$ cat src/rtl/usb_evt_pkg.sv
package usb_evt_pkg;
  localparam int NUM_EVT = 8;
  localparam int NUM_ENB = 7;
  localparam int DATA_W  = 8;

  // flag bit positions
  localparam int EV_TXRDY   = 0;
  localparam int EV_RXOUT   = 1;
  localparam int EV_RXSETUP = 2;
  localparam int EV_STALL   = 3;
  localparam int EV_NAKIN   = 4;
  localparam int EV_NAKOUT  = 5;
  localparam int EV_OVF     = 6;
  localparam int EV_UNF     = 7;

  localparam int EN_FLOW    = 6;
  localparam int CFG_DIR    = 0;
  localparam int CFG_TYPE_L = 6;

  typedef enum logic [2:0] {
    A_SEL  = 3'd0,
    A_FLAG = 3'd1,
    A_ENB  = 3'd2,
    A_CFG  = 3'd3,
    A_SUM  = 3'd4
  } reg_addr_e;

  typedef struct packed {
    logic [1:0] xtype;
    logic       dir_in;
  } ep_cfg_t;
endpackage

$ cat src/rtl/ep_flag_bank.sv
module ep_flag_bank
  import usb_evt_pkg::*;
(
  input  logic               clk,
  input  logic               rst_n,
  input  logic [NUM_EVT-1:0] ev_set,
  input  logic               wr_flag,
  input  logic               wr_enb,
  input  logic               wr_cfg,
  input  logic [DATA_W-1:0]  wdata,
  output logic [NUM_EVT-1:0] flags_o,
  output logic [NUM_ENB-1:0] enb_o,
  output ep_cfg_t            cfg_o,
  output logic               irq_o
);
  logic [NUM_EVT-1:0] flag_q, flag_d, allow, clr;
  logic [NUM_ENB-1:0] enb_q;
  ep_cfg_t            cfg_q;
  logic               unused_wdata;

  assign unused_wdata = ^{wdata[7], wdata[5:1]};

  always_comb begin
    allow             = '1;
    allow[EV_TXRDY]   = cfg_q.dir_in;
    allow[EV_RXSETUP] = ~cfg_q.dir_in;
    clr               = wr_flag ? ~wdata : '0;
    flag_d            = allow & (ev_set | (flag_q & ~clr));
  end

  always_ff @(posedge clk or negedge rst_n) begin
    if (!rst_n) begin
      flag_q <= '0;
      enb_q  <= '0;
      cfg_q  <= '0;
    end else begin
      flag_q <= flag_d;
      if (wr_enb) enb_q <= wdata[NUM_ENB-1:0];
      if (wr_cfg) begin
        cfg_q.dir_in <= wdata[CFG_DIR];
        cfg_q.xtype  <= wdata[CFG_TYPE_L +: 2];
      end
    end
  end

  assign irq_o   = (|(flag_q[EV_NAKOUT:EV_TXRDY] & enb_q[EV_NAKOUT:EV_TXRDY]))
                 | ((flag_q[EV_OVF] | flag_q[EV_UNF]) & enb_q[EN_FLOW]);
  assign flags_o = flag_q;
  assign enb_o   = enb_q;
  assign cfg_o   = cfg_q;

  AST_SETUP_IN_ZERO: assert property (@(posedge clk) disable iff (!rst_n)
    cfg_q.dir_in |=> !flag_q[EV_RXSETUP]);
  AST_TXRDY_OUT_ZERO: assert property (@(posedge clk) disable iff (!rst_n)
    !cfg_q.dir_in |=> !flag_q[EV_TXRDY]);

  for (genvar b = 0; b < NUM_EVT; b++) begin : g_chk
    AST_SET_WINS: assert property (@(posedge clk) disable iff (!rst_n)
      (ev_set[b] && allow[b]) |=> flag_q[b]);
    AST_NO_SW_SET: assert property (@(posedge clk) disable iff (!rst_n)
      (!flag_q[b] && !ev_set[b]) |=> !flag_q[b]);
  end
endmodule

$ cat src/rtl/ep_reg_port.sv
module ep_reg_port
  import usb_evt_pkg::*;
#(
  parameter int NUM_EP = 5,
  parameter int SEL_W  = 3
) (
  input  logic                      clk,
  input  logic                      rst_n,
  input  logic                      wr,
  input  logic [2:0]                addr,
  input  logic [SEL_W-1:0]          sel_wdata,
  input  logic [NUM_EP*NUM_EVT-1:0] flags_all,
  input  logic [NUM_EP*NUM_ENB-1:0] enb_all,
  input  logic [NUM_EP*3-1:0]       cfg_all,
  input  logic [NUM_EP-1:0]         ep_irq,
  output logic [NUM_EP-1:0]         wr_flag,
  output logic [NUM_EP-1:0]         wr_enb,
  output logic [NUM_EP-1:0]         wr_cfg,
  output logic [DATA_W-1:0]         rdata
);
  localparam logic [SEL_W-1:0] SEL_MAX = SEL_W'(NUM_EP - 1);

  logic [SEL_W-1:0] sel_q;
  logic             sel_ok;
  int               sidx;
  ep_cfg_t          cur_cfg;

  assign sel_ok = (sel_wdata <= SEL_MAX);
  assign sidx   = int'(sel_q);

  always_ff @(posedge clk or negedge rst_n) begin
    if (!rst_n)                             sel_q <= '0;
    else if (wr && addr == A_SEL && sel_ok) sel_q <= sel_wdata;
  end

  for (genvar e = 0; e < NUM_EP; e++) begin : g_dec
    assign wr_flag[e] = wr && (addr == A_FLAG) && (sel_q == SEL_W'(e));
    assign wr_enb[e]  = wr && (addr == A_ENB)  && (sel_q == SEL_W'(e));
    assign wr_cfg[e]  = wr && (addr == A_CFG)  && (sel_q == SEL_W'(e));
  end

  always_comb begin
    rdata   = '0;
    cur_cfg = cfg_all[sidx*3 +: 3];
    case (addr)
      A_SEL:  rdata[SEL_W-1:0]   = sel_q;
      A_FLAG: rdata              = flags_all[sidx*NUM_EVT +: NUM_EVT];
      A_ENB:  rdata[NUM_ENB-1:0] = enb_all[sidx*NUM_ENB +: NUM_ENB];
      A_CFG: begin
        rdata[CFG_DIR]         = cur_cfg.dir_in;
        rdata[CFG_TYPE_L +: 2] = cur_cfg.xtype;
      end
      A_SUM:  rdata[NUM_EP-1:0]  = ep_irq;
      default: rdata = '0;
    endcase
  end

  AST_SEL_LEGAL: assert property (@(posedge clk) disable iff (!rst_n)
    sel_q <= SEL_MAX);
  AST_SEL_HOLD: assert property (@(posedge clk) disable iff (!rst_n)
    (wr && addr == A_SEL && sel_wdata > SEL_MAX) |=> $stable(sel_q));
  AST_ONE_TARGET: assert property (@(posedge clk) disable iff (!rst_n)
    $onehot0({wr_flag, wr_enb, wr_cfg}));
endmodule

$ cat src/rtl/usb_ep_irq_hub.sv
module usb_ep_irq_hub
  import usb_evt_pkg::*;
#(
  parameter int NUM_EP = 5,
  parameter int SEL_W  = 3
) (
  input  logic                      clk,
  input  logic                      rst_n,
  input  logic [NUM_EP*NUM_EVT-1:0] ev_pulse,
  input  logic                      reg_wr,
  input  logic [2:0]                reg_addr,
  input  logic [DATA_W-1:0]         reg_wdata,
  output logic [DATA_W-1:0]         reg_rdata,
  output logic [NUM_EP-1:0]         ep_irq,
  output logic                      irq
);
  logic [NUM_EP*NUM_EVT-1:0] flags_all;
  logic [NUM_EP*NUM_ENB-1:0] enb_all;
  logic [NUM_EP*3-1:0]       cfg_all;
  logic [NUM_EP-1:0]         wr_flag, wr_enb, wr_cfg;

  for (genvar e = 0; e < NUM_EP; e++) begin : g_ep
    ep_cfg_t cfg_e;
    ep_flag_bank i_bank (
      .clk     (clk),
      .rst_n   (rst_n),
      .ev_set  (ev_pulse[e*NUM_EVT +: NUM_EVT]),
      .wr_flag (wr_flag[e]),
      .wr_enb  (wr_enb[e]),
      .wr_cfg  (wr_cfg[e]),
      .wdata   (reg_wdata),
      .flags_o (flags_all[e*NUM_EVT +: NUM_EVT]),
      .enb_o   (enb_all[e*NUM_ENB +: NUM_ENB]),
      .cfg_o   (cfg_e),
      .irq_o   (ep_irq[e])
    );
    assign cfg_all[e*3 +: 3] = cfg_e;
  end

  ep_reg_port #(.NUM_EP(NUM_EP), .SEL_W(SEL_W)) i_port (
    .clk       (clk),
    .rst_n     (rst_n),
    .wr        (reg_wr),
    .addr      (reg_addr),
    .sel_wdata (reg_wdata[SEL_W-1:0]),
    .flags_all (flags_all),
    .enb_all   (enb_all),
    .cfg_all   (cfg_all),
    .ep_irq    (ep_irq),
    .wr_flag   (wr_flag),
    .wr_enb    (wr_enb),
    .wr_cfg    (wr_cfg),
    .rdata     (reg_rdata)
  );

  assign irq = |ep_irq;

  AST_IDLE_AFTER_CLEAR: assert property (@(posedge clk) disable iff (!rst_n)
    (flags_all == '0) |-> !irq);
endmodule

$ cat config.mk
export PLATFORM = sky130hd
export DESIGN_NAME = usb_ep_irq_hub
export DESIGN_NICKNAME = d
export VERILOG_FILES = /design/src/rtl/usb_evt_pkg.sv /design/src/rtl/ep_flag_bank.sv /design/src/rtl/ep_reg_port.sv /design/src/rtl/usb_ep_irq_hub.sv
export SDC_FILE = /design/constraint.sdc
export NUM_CORES = 1
export LEC_CHECK = 0
export BUFFER_PORTS_ARGS = -buffer_cell sky130_fd_sc_hd__buf_2
export CAP_MARGIN = 20
export CORE_MARGIN = 4
export CORE_UTILIZATION = 52
export DETAILED_ROUTE_END_ITERATION = 16
export PLACE_DENSITY = 0.76
export SLEW_MARGIN = 20
export SYNTH_ARGS = -nofsm -noshare
export SYNTH_HDL_FRONTEND = slang
export SYNTH_SLANG_ARGS = --single-unit
$ cat constraint.sdc
create_clock -name clk -period 2.13 [get_ports clk]
set_input_delay 0.639 -clock clk [delete_from_list [all_inputs] [get_ports clk]]
set_output_delay 0.639 -clock clk [all_outputs]
set_load 0.05 [all_outputs]
# Word level (Yosys, flattened, before mapping)
# Index checks and enable logic that the tools add are counted.
# W data, S select, Z words.
[totals] latchBits=0 output_inout_bits=14 ff_bits=93 mem_bits_ro=0 elab_cells=120 inputBits=54 mem_bits_rw=0 mem_count=0
[op_classes] reduce_logical=28 magnitude_cmp=1 eq_ne=8 bitwise_logic=46 n_shift=3 mux=11 div_mod_pow=0 multipliers=2 add_sub_neg=0
[op_table] op="$and A8 B8 Y8" n=10
[op_table] op="$not A8 Y8" n=6
[op_table] op="$mux W8" n=5
[op_table] op="$or A8 B8 Y8" n=5
[op_table] op="$shiftx A40 B7 Y8" n=1
[op_table] op="$shiftx A35 B32 Y7" n=1
[op_table] op="$shiftx A15 B32 Y3" n=1
[op_table] op="$and A6 B6 Y6" n=5
[op_table] op="$reduce_or A6 Y1" n=5
[op_table] op="$logic_and A1 B1 Y1" n=20
[op_table] op="$eq A3 B2 Y1 const B" n=4
[op_table] op="$or A1 B1 Y1" n=10
[op_table] op="$pmux W2 S4" n=1
[op_table] op="$eq A3 B1 Y1 const B" n=2
[op_table] op="$eq A3 B3 Y1 const B" n=2
[op_table] op="$logic_not A3 Y1" n=2
[op_table] op="$mul A3 B3 Y6 const B" n=1
[op_table] op="$pmux W2 S3" n=1
[op_table] op="$and A1 B1 Y1" n=5
[op_table] op="$mul A3 B2 Y5 const B" n=1
[op_table] op="$not A1 Y1" n=5
[op_table] op="$pmux W1 S5" n=1
[op_table] op="$reduce_or A5 Y1" n=1
[op_table] op="$pmux W1 S2" n=2
[op_table] op="2 further kinds" n=2

# Depth between registers and ports, before layout
[logic_depth] word_depth=8 ltp_mapped=7 ltp_nobuf=4

# By module
# Synthesis repeated with hierarchy kept, for this count alone.
[unflattened] hier_cells=396 hier_area_um2=4748.3
[by_module_without_submodules] mod="ep_flag_bank" cells_each=52 n_inst=5 seq_area_each_um2=450.4 area_per_inst_um2=724.4
[by_module_without_submodules] mod="ep_reg_port" cells_each=133 n_inst=1 seq_area_each_um2=75.1 area_per_inst_um2=1113.6
[by_module_without_submodules] mod="usb_ep_irq_hub" cells_each=3 n_inst=1 seq_area_each_um2=0.0 area_per_inst_um2=12.5

# Worst setup path before layout
# OpenSTA, ideal clock, no wires.
[synth_timing] kind="register -> output" from="reg i_port.sel_q[2]" to="out reg_rdata[6]" path_buffers=2 required_time_ns=1.491 arrival_time_ns=2.002 stages_incl_launch_ff=7 setup_slack_ns=-0.511 path_cell_list="dfrtp_1 -> clkbuf_1 -> or2_2 -> buf_2 -> nor3_1 -> o31ai_1 -> a21oi_1"
[synth_between] elab_chain_cells=3 word_cells_on_any_way=6 classes_between="mul: 2; shift: 3; mux: 1"
[synth_rtl] item="from (decl)" line="ep_reg_port.sv:23" rtl="logic [SEL_W-1:0] sel_q;"
[synth_rtl] item="from (signal assigned)" line="ep_reg_port.sv:33" rtl="else if (wr && addr == A_SEL && sel_ok) sel_q <= sel_wdata;"
[synth_rtl] item="$mul A3 B3 Y6 / $mul A3 B2 Y5 (equally long branches)" line="ep_reg_port.sv:48, ep_reg_port.sv:44"
[synth_rtl] item="$shiftx A35 B32 Y7 / $shiftx A15 B32 Y3 (equally long branches)" line="ep_reg_port.sv:48, ep_reg_port.sv:44"
[synth_rtl] item="$pmux W1 S3 (*)" line="ep_reg_port.sv:45" rtl="case (addr)"
[synth_rtl] item="to (decl)" line="usb_ep_irq_hub.sv:13" rtl="output logic [DATA_W-1:0] reg_rdata,"
# Mark *: on every way between the ends. The rest lies on a longest branch, timed or not.

# Final worst setup path
[layout_timing] from="reg i_port.sel_q[0]" to="out reg_rdata[2]"
[layout_between] elab_chain_cells=3 word_cells_on_any_way=4 classes_between="mul: 1; shift: 2; mux: 1"
[layout_rtl] item="$mul A3 B3 Y6" line="ep_reg_port.sv:48" rtl="A_ENB: rdata[NUM_ENB-1:0] = enb_all[sidx*NUM_ENB +: NUM_ENB];"
[layout_rtl] item="$shiftx A35 B32 Y7" line="ep_reg_port.sv:48"
[layout_rtl] item="$pmux W2 S4 (*)" line="ep_reg_port.sv:45"
# Marked as above.

==> flow_summary.json <==
{
  "p_total_uw": 6330,
  "fin_util": 0.713,
  "cts.path.max_buffers": 2,
  "htreeDepth": 3,
  "die_width_um": 104,
  "reg2reg_from": "i_port.sel_q[0]",
  "crit_fanout": 10,
  "layout.nets": 617,
  "rows": 34,
  "fin_cells": 676,
  "ys_seq_elements": 93,
  "drt_iter0_markers": 273,
  "drc": 0,
  "seqCellArea_um2": 2330,
  "rsz0062_at_grt": "yes",
  "gp_congestion": 0.982,
  "relSlewSlack": 0.734,
  "clock_sinks": 93,
  "cts_tree": "built",
  "clk_pin_slew_ns": 0.10,
  "cap_violations": 0,
  "yosys_warnings": 0,
  "maxSlewViolCount": 0,
  "rrSetupSlack_ns": 0.18,
  "mappedNetlistArea_um2": 4830,
  "core_area_um2": 8890,
  "vias_per_cell": 6.17,
  "synth_edf_count": 0,
  "multi_input_area_um2": 2530,
  "timing.final.ws_setup_ns": -0.639,
  "die_h_um": 104,
  "async_flop_share": 1.00,
  "numCtsBuffers": 9,
  "port_buffers": 67,
  "status": "finished, violations left",
  "final.setup.tns_ns": -5.70,
  "violations": "setup timing",
  "wirelength_um": 14900,
  "io_pins": 68,
  "cp.arrival_ns": 2.13,
  "p_per_area_nw_per_um2": 998,
  "syn_to_final_growth_pct": 31.4,
  "hold_viol_final": 0,
  "hpwl_um": 10600,
  "wl_per_cell_um": 22.1,
  "min_path_type": "in -> async",
  "yosys.area.top_type": "dfrtp_1",
  "reg2reg_to": "g_ep[2].i_bank.enb_o[0]",
  "track_usage": 0.274,
  "clock_skew_ns": 0.0105,
  "clk_latency_ns": 0.37,
  "num_vias": 4172,
  "initial_core_util": 0.543,
  "die_area_um2": 10900,
  "grt_pass1_wl_um": 23300,
  "worstMarginPinSlew_ns": 0.398,
  "critPathCaptureType": "output pin",
  "synth_fp_nets": 490,
  "synth_seq_area_share": 0.482,
  "syn_area_per_cell_um2": 11.1,
  "antenna_found_initial": 0,
  "clock-root-buffer": "clkbuf_8",
  "setup_viol": 14,
  "grt_max_degree": 31,
  "power_leakage_uw": 0.00282,
  "syn_inst": 436,
  "synth_top_area_frac": 0.482,
  "synthDistinctLibCells": 46,
  "grt.overflow.total": 0,
  "crit_start": "i_port.sel_q[0]",
  "start_kind": "flop",
  "cts_hold_buf": 0,
  "cp-endpoint": "reg_rdata[2]",
  "firstDrtPassIters": 5,
  "peakVddDrop_v": 0.000865,
  "fin_crit_ns": 2.77,
  "diodes": 0,
  "ys.flop_type": "dfrtp_1",
  "dp.cells": 648,
  "ys_top_cells_by_area": "dfrtp_1, mux2_2, o21ai_0",
  "crit_type": "reg -> out",
  "ant_nets": 0,
  "crit_required_ns": 1.49,
  "max_freq_mhz": 361,
  "fin_crit_sh": 1.30,
  "ff2ff_path_depth": 5,
  "n_fill_cell": 634,
  "grt_pass1_vias": 4293,
  "drive_above_1_share": 0.481
}
[what timing repair did]
| item | in CTS | in global routing |
|---|---|---|
| endpoints found under the setup margin | 14 | 14 |
| hold endpoints to repair | 0 | 0 |
| gates cloned | 0 | 0 |
| resized for setup | 62 | 42 |
| pin swaps | 10 | 15 |
| setup buffers | 7 | 6 |
[worst max-delay path: stages, from the launching register on]
cell and delay [ns]:
dfrtp_2 0.49, buf_8 0.19, mux2_2 0.35, a22oi_1 0.19, o22a_1 0.18, o211ai_1 0.12
buf_4 0.23
[worst min path at each step]
stage	start	endpoint	cells past startpoint
2_1_floorplan	rst_n	g_ep[0].i_bank.cfg_o[0]	0
3_3_place_gp	g_ep[3].i_bank.cfg_o[0]	g_ep[3].i_bank.flags_o[2]	1
3_5_place_dp	g_ep[3].i_bank.cfg_o[0]	g_ep[3].i_bank.flags_o[2]	1
4_1_cts	rst_n	g_ep[4].i_bank.enb_o[3]	1
5_1_grt	rst_n	g_ep[4].i_bank.enb_o[3]	1
6_report	rst_n	g_ep[1].i_bank.flags_o[4]	1
[flip-flops by register name, summed over array words and instances, names as in the netlist]
register,flops
g_ep.i_bank.cfg_o,15
g_ep.i_bank.enb_o,35
i_port.sel_q,3
g_ep.i_bank.flags_o,40
[report_power, final]
part / internal, uW / switching, uW
logic: 1370 / 1380
registers: 2090 / 308
clock network: 451 / 722
total: 3920 / 2410
[layout make-up]
type,instances,share of cell area
multi-input combinational,300,0.399
sequential,93,0.367
timing repair buffer,144,0.173
clock buffer,9,0.0195
inverter,15,0.00888
tap,108,0.0213
clock inverter,7,0.0105
[kinds of logic (layout without fill, tap and decap cells)]
logic type / Yosys count / in the layout / synth area share
multiplexers: 82 / 82 / 0.194
buffers and inverters: 43 / 175 / 0.0456
AO/OA/AOI/OAI: 114 / 114 / 0.151
AND/OR/NAND/NOR: 104 / 104 / 0.127
flip-flops: 93 / 93 / 0.482
[routing by layer]
metal	track usage	vias to the layer above	routed length (um)
li1	-	1844	-
met1	0.365	2075	6130
met2	0.439	206	7240
met3	0.0720	47	1130
met4	0.0817	0	428
met5	0	-	0
[cells in the mapped netlist (all sizes together) (5+ instances only)]
library cell,number
a21oi,7
or2,5
nand2b,34
buf,18
o21ai,53
dfrtp,93
nand2,19
a22o,6
clkbuf,10
a22oi,14
mux2i,25
mux2,53
nor2,14
a21boi,6
o22ai,5
o2bb2ai,6
and3,5
inv,15
[through the flow]
stage	setup slack [ns]	hold slack, ns	cell area [um^2]
2_1_floorplan	-0.365	0.343	4910
3_3_place_gp	-0.369	0.464	5710
3_5_place_dp	-0.349	0.485	5710
4_1_cts	-0.572	0.115	6140
5_1_grt	-0.702	0.116	6340
6_report	-0.639	0.119	6340
[cells in the final DEF, fill, tap and decap left out, drive strengths merged, types with 6 or more instances in the layout]
cell type    n
inv         18
nor2        14
o2bb2ai      6
clkbuf       9
dfrtp       93
a21boi       6
a22oi       14
nand2       19
mux2i       25
buf        144
o21ai       53
mux2        53
a21oi        7
a22o         6
nand2b      34
Power figures use the tool's default switching activity.
